--- config.mk ---
export PLATFORM = sky130hd
export DESIGN_NAME = gpio_irq_stat
export DESIGN_NICKNAME = d
export VERILOG_FILES = /design/src/rtl/gis_pkg.sv /design/src/rtl/gis_sync.sv /design/src/rtl/gis_detect.sv /design/src/rtl/gis_status.sv /design/src/rtl/gis_regs.sv /design/src/rtl/gpio_irq_stat.sv
export SDC_FILE = /design/constraint.sdc
export NUM_CORES = 1
export LEC_CHECK = 0
export ABC_AREA = 1
export ABC_CLOCK_PERIOD_IN_PS = 4100
export CAP_MARGIN = 20
export CELL_PAD_IN_SITES_DETAIL_PLACEMENT = 1
export CELL_PAD_IN_SITES_GLOBAL_PLACEMENT = 1
export CORE_UTILIZATION = 30
export CTS_BUF_LIST = sky130_fd_sc_hd__clkbuf_8
export DETAILED_ROUTE_END_ITERATION = 10
export GPL_TIMING_DRIVEN = 1
export PLACE_DENSITY = 0.78
export REMOVE_ABC_BUFFERS = 1
export SLEW_MARGIN = 20
export SYNTH_ARGS = -nofsm -noshare
export SYNTH_HDL_FRONTEND = slang
export SYNTH_SLANG_ARGS = --single-unit
--- constraint.sdc ---
create_clock -name clk -period 4.1 [get_ports clk]
set_clock_uncertainty 0.15 [all_clocks]
set_input_delay 0.82 -clock clk [delete_from_list [all_inputs] [get_ports clk]]
set_output_delay 0.82 -clock clk [all_outputs]
set_load 0.005 [all_outputs]
--- src/rtl/gis_pkg.sv ---
package gis_pkg;

    localparam int GIS_AW = 12;

    localparam logic [GIS_AW-1:0] OFS_LEVEL = 12'h404;
    localparam logic [GIS_AW-1:0] OFS_BOTH  = 12'h408;
    localparam logic [GIS_AW-1:0] OFS_POL   = 12'h40C;
    localparam logic [GIS_AW-1:0] OFS_MASK  = 12'h410;
    localparam logic [GIS_AW-1:0] OFS_RAW   = 12'h414;
    localparam logic [GIS_AW-1:0] OFS_MSK   = 12'h418;
    localparam logic [GIS_AW-1:0] OFS_CLR   = 12'h41C;

    typedef enum logic [2:0] {
        REG_NONE,
        REG_LEVEL,
        REG_BOTH,
        REG_POL,
        REG_MASK,
        REG_RAW,
        REG_MSK,
        REG_CLR
    } gis_reg_e;

    // Per-pin sense configuration
    typedef struct packed {
        logic level;   // 1: level sense, 0: edge sense
        logic both;    // edge sense only: trigger on either edge
        logic high;    // 1: rising / high active, 0: falling / low active
    } gis_cfg_t;

    function automatic gis_reg_e gis_decode(input logic [GIS_AW-1:0] a);
        gis_reg_e r;
        case (a)
            OFS_LEVEL: r = REG_LEVEL;
            OFS_BOTH:  r = REG_BOTH;
            OFS_POL:   r = REG_POL;
            OFS_MASK:  r = REG_MASK;
            OFS_RAW:   r = REG_RAW;
            OFS_MSK:   r = REG_MSK;
            OFS_CLR:   r = REG_CLR;
            default:   r = REG_NONE;
        endcase
        return r;
    endfunction

    // Interrupt condition of one pin from its current and previous sample
    function automatic logic gis_hit(input gis_cfg_t c, input logic cur, input logic old);
        logic rise;
        logic fall;
        rise = cur & ~old;
        fall = ~cur & old;
        if (c.level)
            return c.high ? cur : ~cur;
        else if (c.both)
            return rise | fall;
        else
            return c.high ? rise : fall;
    endfunction

endpackage

--- src/rtl/gis_sync.sv ---
module gis_sync #(
    parameter int NPIN   = 8,
    parameter int STAGES = 2
) (
    input  logic            clk,
    input  logic            rst,
    input  logic [NPIN-1:0] pin_i,
    output logic [NPIN-1:0] cur_o,
    output logic [NPIN-1:0] old_o
);

    // STAGES synchroniser flops plus one history flop for edge finding
    logic [NPIN-1:0] pipe_q [STAGES+1];

    always_ff @(posedge clk) begin
        if (rst) begin
            pipe_q[0] <= '0;
        end else begin
            pipe_q[0] <= pin_i;
        end
    end

    for (genvar k = 1; k <= STAGES; k++) begin : g_stage
        always_ff @(posedge clk) begin
            if (rst) begin
                pipe_q[k] <= '0;
            end else begin
                pipe_q[k] <= pipe_q[k-1];
            end
        end
    end

    assign cur_o = pipe_q[STAGES-1];
    assign old_o = pipe_q[STAGES];

endmodule

--- src/rtl/gis_detect.sv ---
module gis_detect
    import gis_pkg::*;
#(
    parameter int NPIN = 8
) (
    input  gis_cfg_t [NPIN-1:0] cfg_i,
    input  logic     [NPIN-1:0] cur_i,
    input  logic     [NPIN-1:0] old_i,
    output logic     [NPIN-1:0] hit_o
);

    for (genvar g = 0; g < NPIN; g++) begin : g_pin
        assign hit_o[g] = gis_hit(cfg_i[g], cur_i[g], old_i[g]);
    end

endmodule

--- src/rtl/gis_status.sv ---
module gis_status
    import gis_pkg::*;
#(
    parameter int NPIN = 8
) (
    input  logic                clk,
    input  logic                rst,
    input  gis_cfg_t [NPIN-1:0] cfg_i,
    input  logic     [NPIN-1:0] hit_i,
    input  logic     [NPIN-1:0] clr_i,
    output logic     [NPIN-1:0] raw_o
);

    for (genvar g = 0; g < NPIN; g++) begin : g_bit
        always_ff @(posedge clk) begin
            if (rst) begin
                raw_o[g] <= 1'b0;
            end else if (cfg_i[g].level) begin
                // transparent: follows the condition, clears itself
                raw_o[g] <= hit_i[g];
            end else begin
                // sticky: a new edge beats a simultaneous clear
                raw_o[g] <= hit_i[g] | (raw_o[g] & ~clr_i[g]);
            end
        end
    end

endmodule

--- src/rtl/gis_regs.sv ---
module gis_regs
    import gis_pkg::*;
#(
    parameter int NPIN = 8,
    parameter int DW   = 32
) (
    input  logic                clk,
    input  logic                rst,
    input  logic                bus_sel,
    input  logic                bus_wr,
    input  logic [GIS_AW-1:0]   bus_addr,
    input  logic [NPIN-1:0]     bus_wdata,
    output logic [DW-1:0]       bus_rdata,
    input  logic [NPIN-1:0]     raw_i,
    output gis_cfg_t [NPIN-1:0] cfg_o,
    output logic [NPIN-1:0]     mask_o,
    output logic [NPIN-1:0]     clr_o,
    output logic                irq_o
);

    localparam int PAD = DW - NPIN;

    gis_reg_e        sel;
    logic            wr_en;
    logic [NPIN-1:0] level_q;
    logic [NPIN-1:0] both_q;
    logic [NPIN-1:0] high_q;
    logic [NPIN-1:0] mask_q;
    logic [NPIN-1:0] masked;
    logic [NPIN-1:0] rd_vec;

    assign sel   = bus_sel ? gis_decode(bus_addr) : REG_NONE;
    assign wr_en = bus_sel & bus_wr;

    always_ff @(posedge clk) begin
        if (rst) begin
            level_q <= '0;
            both_q  <= '0;
            high_q  <= '0;
            mask_q  <= '0;
        end else if (wr_en) begin
            case (sel)
                REG_LEVEL: level_q <= bus_wdata;
                REG_BOTH:  both_q  <= bus_wdata;
                REG_POL:   high_q  <= bus_wdata;
                REG_MASK:  mask_q  <= bus_wdata;
                default:   ;
            endcase
        end
    end

    // clear pulse, only for edge-sensed pins
    assign clr_o = (wr_en && sel == REG_CLR) ? (bus_wdata & ~level_q) : '0;

    for (genvar g = 0; g < NPIN; g++) begin : g_cfg
        assign cfg_o[g].level = level_q[g];
        assign cfg_o[g].both  = both_q[g];
        assign cfg_o[g].high  = high_q[g];
    end

    assign mask_o = mask_q;
    assign masked = raw_i & mask_q;

    always_ff @(posedge clk) begin
        if (rst) begin
            irq_o <= 1'b0;
        end else begin
            irq_o <= |masked;
        end
    end

    always_comb begin
        case (sel)
            REG_LEVEL: rd_vec = level_q;
            REG_BOTH:  rd_vec = both_q;
            REG_POL:   rd_vec = high_q;
            REG_MASK:  rd_vec = mask_q;
            REG_RAW:   rd_vec = raw_i;
            REG_MSK:   rd_vec = masked;
            default:   rd_vec = '0;
        endcase
    end

    assign bus_rdata = {{PAD{1'b0}}, rd_vec};

endmodule

--- src/rtl/gpio_irq_stat.sv ---
module gpio_irq_stat
    import gis_pkg::*;
#(
    parameter int NPIN        = 8,
    parameter int DW          = 32,
    parameter int SYNC_STAGES = 2
) (
    input  logic              clk,
    input  logic              rst,
    input  logic [NPIN-1:0]   pin_in,
    input  logic              bus_sel,
    input  logic              bus_wr,
    input  logic [GIS_AW-1:0] bus_addr,
    input  logic [NPIN-1:0]   bus_wdata,
    output logic [DW-1:0]     bus_rdata,
    output logic              irq
);

    logic [NPIN-1:0]     cur;
    logic [NPIN-1:0]     old;
    logic [NPIN-1:0]     hit;
    logic [NPIN-1:0]     raw_q;
    logic [NPIN-1:0]     mask_q;
    logic [NPIN-1:0]     clr;
    logic [NPIN-1:0]     level_v;
    gis_cfg_t [NPIN-1:0] cfg;

    gis_sync #(.NPIN(NPIN), .STAGES(SYNC_STAGES)) u_sync (
        .clk   (clk),
        .rst   (rst),
        .pin_i (pin_in),
        .cur_o (cur),
        .old_o (old)
    );

    gis_detect #(.NPIN(NPIN)) u_det (
        .cfg_i (cfg),
        .cur_i (cur),
        .old_i (old),
        .hit_o (hit)
    );

    gis_status #(.NPIN(NPIN)) u_stat (
        .clk   (clk),
        .rst   (rst),
        .cfg_i (cfg),
        .hit_i (hit),
        .clr_i (clr),
        .raw_o (raw_q)
    );

    gis_regs #(.NPIN(NPIN), .DW(DW)) u_regs (
        .clk       (clk),
        .rst       (rst),
        .bus_sel   (bus_sel),
        .bus_wr    (bus_wr),
        .bus_addr  (bus_addr),
        .bus_wdata (bus_wdata),
        .bus_rdata (bus_rdata),
        .raw_i     (raw_q),
        .cfg_o     (cfg),
        .mask_o    (mask_q),
        .clr_o     (clr),
        .irq_o     (irq)
    );

    for (genvar g = 0; g < NPIN; g++) begin : g_lvl
        assign level_v[g] = cfg[g].level;
    end

endmodule

==> run metrics <==
number of remaining DRC errors 0; WL/cell approximately 13 um; initial antenna violation count 0; Mapped Cells about 600; Via Count 3561; Leak about 2.2 nW; dpl hpwl about 7600 um; post-synth top area share 33.9%; Final Wtd Congestion 0.813; hold crit path type flop to flop; total gr overflow 0; Power per Cell Area 282 nW/um2; final-report setup violation count 0; CTS root buf clkbuf_8; DR iter-0 viols roughly 100; top cells by area, synth dfxtp_1 34%, nand2_1 15%, nor2_1 12%; Synth top cells by count 155 x nand2_1, 121 x nor2_1, 95 x inv_1, 65 x dfxtp_1, 24 x buf_4; Tightest Pin Transition 0.751 ns; Ports 65; Mapped Avg Cell Area ~6.5 um2; status finished clean; Max Transition Viols Final 0; CTS Hold Bufs 0; die area about 13000 um2; async set-reset flop share out of synthesis 0%; Most used DFF post-synth dfxtp_1; Die H ~120 um; DRT Wirelength 10200 um; share of post-route cells with drive strength above 1 7.85%; CTS tree yes; initial core utilization around 31%; CTS Buf Count 9; vias per cell 4.42; GR Util All Layers between 10% and 20%; Crit Path Max Fanout 8; hold depth 2; clk_lat worst skew 0.36 ns; Data arrival, critical path 2.97 ns; RSZ-0062 raised after global routing false; P&R area growth vs syn 17.2%; Synth Warn # 0; n_diodes 0; fin crit share between 90% and 100%; CP endpoint kind primary output; fillcell total 1584; peak supply drop 0.0000974 V; largest net degree at the start of global routing 26; drt first pass iters 4; final setup TNS 0 ns; FMAX 254 MHz; EDFF count, synth 0; Sequential cell area 1300 um2; fin crit period 3.94 ns; Synth cell types 29; IO Port Bufs 40; clock transition at the registers of the reported paths 0.07 ns; DRT antenna net count 0; H-tree level count 3; clock sink count 65; nets 681; Critical Path Start Type primary input; first-pass GRT wire length between 15000 and 20000 um; WP data required 3.13 ns; Final Hold Fails 0; multi-input logic area 1990 um2; Synth Cell Area 3840 um2; CP Class primary input to primary output; Seq cells post-synth 65; Worst Reg-to-Reg Cells 5; maximum capacitance violations 0; vias in the first global route 3675; most frequent cell after synthesis nand2_1; post-synth top area cell dfxtp_1; final core utilization 36.7%; Rows 40; post-synthesis sequential area ratio between 30 and 40%; Slew Limit Headroom 49.9%; die width ~120 um; core region area 12300 um2; maximum clock path buffer count 2
cell usage in the layout, fill, tap and decap left out, types with 2 or more instances in the layout:
master | netlist | layout
nand3_1 | 10 | 10
nand2_1 | 155 | 155
clkinv_1 | 3 | 3
clkbuf_8 | 0 | 9
nor2_1 | 121 | 121
xnor2_1 | 8 | 8
clkdlybuf4s50_1 | 0 | 39
nor2_8 | 2 | 2
nor2_4 | 4 | 5
clkinv_2 | 0 | 3
nand3_4 | 3 | 3
dfxtp_1 | 65 | 65
nor2_2 | 3 | 2
nand2_2 | 8 | 8
ha_1 | 16 | 16
o21ai_0 | 19 | 19
inv_2 | 4 | 4
nand3_2 | 4 | 4
a21oi_1 | 18 | 18
nor3_1 | 8 | 8
nand2_4 | 3 | 3
buf_4 | 24 | 5
inv_1 | 95 | 97
conb_1 | 1 | 24
path summary, 6_finish.rpt:
check	start	endpoint	slack, ns
worst max-delay path	bus_addr[10]	bus_rdata[2]	0.16
worst min register to register	u_sync.pipe_q[0][4]	u_sync.pipe_q[1][4]	0.25
worst min-delay path	u_sync.pipe_q[0][4]	u_sync.pipe_q[1][4]	0.25
worst max register to register	u_sync.pipe_q[1][6]	u_stat.raw_o[6]	2.74
critical path: stages:
cell and delay, ns:
clkdlybuf4s50_1 0.51, nand2_2 0.08, nor2_4 0.15, nand2_2 0.08, nand2_4 0.12, nand3_4 0.18
nor2_4 0.17, inv_1 0.08, o21ai_0 0.08, nand2_1 0.10, nand2_1 0.10, clkdlybuf4s50_1 0.51
area by class of cell:
class	instances	area share, %
clock buffer	9	2.75
multi-input combinational	410	44.2
inverter	102	8.50
clock inverter	6	1.17
sequential	65	28.9
tap	168	4.67
timing repair buffer	45	9.78
metrics by stage:
step / power, mW / std cells / instance area [um2] / setup slack (ns) / hold WS, ns
after CTS: 1.29 / 805 / 4490 / 0.138 / 0.259
final: 1.27 / 805 / 4500 / 0.157 / 0.254
after detailed placement: 0.768 / 790 / 4320 / 0.160 / 0.249
after floorplan: 0.709 / 577 / 3670 / 1.28 / 0.238
after global placement: 0.762 / 790 / 4320 / 0.205 / 0.241
after global routing: 1.33 / 805 / 4500 / 0.00428 / 0.277
per-layer routing:
metal | routed length [um] | GRT usage, % | part of all wire (%) | vias to the layer above
met5 | 0 | 0 | 0 | -
met4 | 164 | 6.49 | 1.6 | 0
met3 | 376 | 3.06 | 3.7 | 14
met2 | 5190 | 30.8 | 51 | 60
met1 | 4470 | 18.8 | 44 | 1701
li1 | - | - | - | 1786
state kept, by name, summed over array words and instances, names as in the netlist:
signal,count
u_sync.pipe_q,24
u_stat.raw_o,8
u_regs.both_q,8
u_regs.irq_o,1
u_regs.level_q,8
u_regs.high_q,8
u_regs.mask_o,8
what timing repair did:
| action | in CTS | in global routing |
|---|---|---|
| setup endpoints to repair | 0 | 3 |
| gates resized for setup | 0 | 2 |
| buffers inserted | 0 | 0 |
cells by family after synthesis:
logic type	synth area share, %
other	0.0977
XOR/XNOR	1.82
adder cells (fa/ha/maj)	5.21
AO/OA/AOI/OAI	5.21
buffers and inverters	16.7
flip-flops	33.9
AND/OR/NAND/NOR	37.1
report_power, final:
group	internal, mW	switching, mW
clock	0.270	0.249
combinational	0.0446	0.0567
sequential	0.644	0.00755
total	0.958	0.313
(Power assumes the default switching activity.)
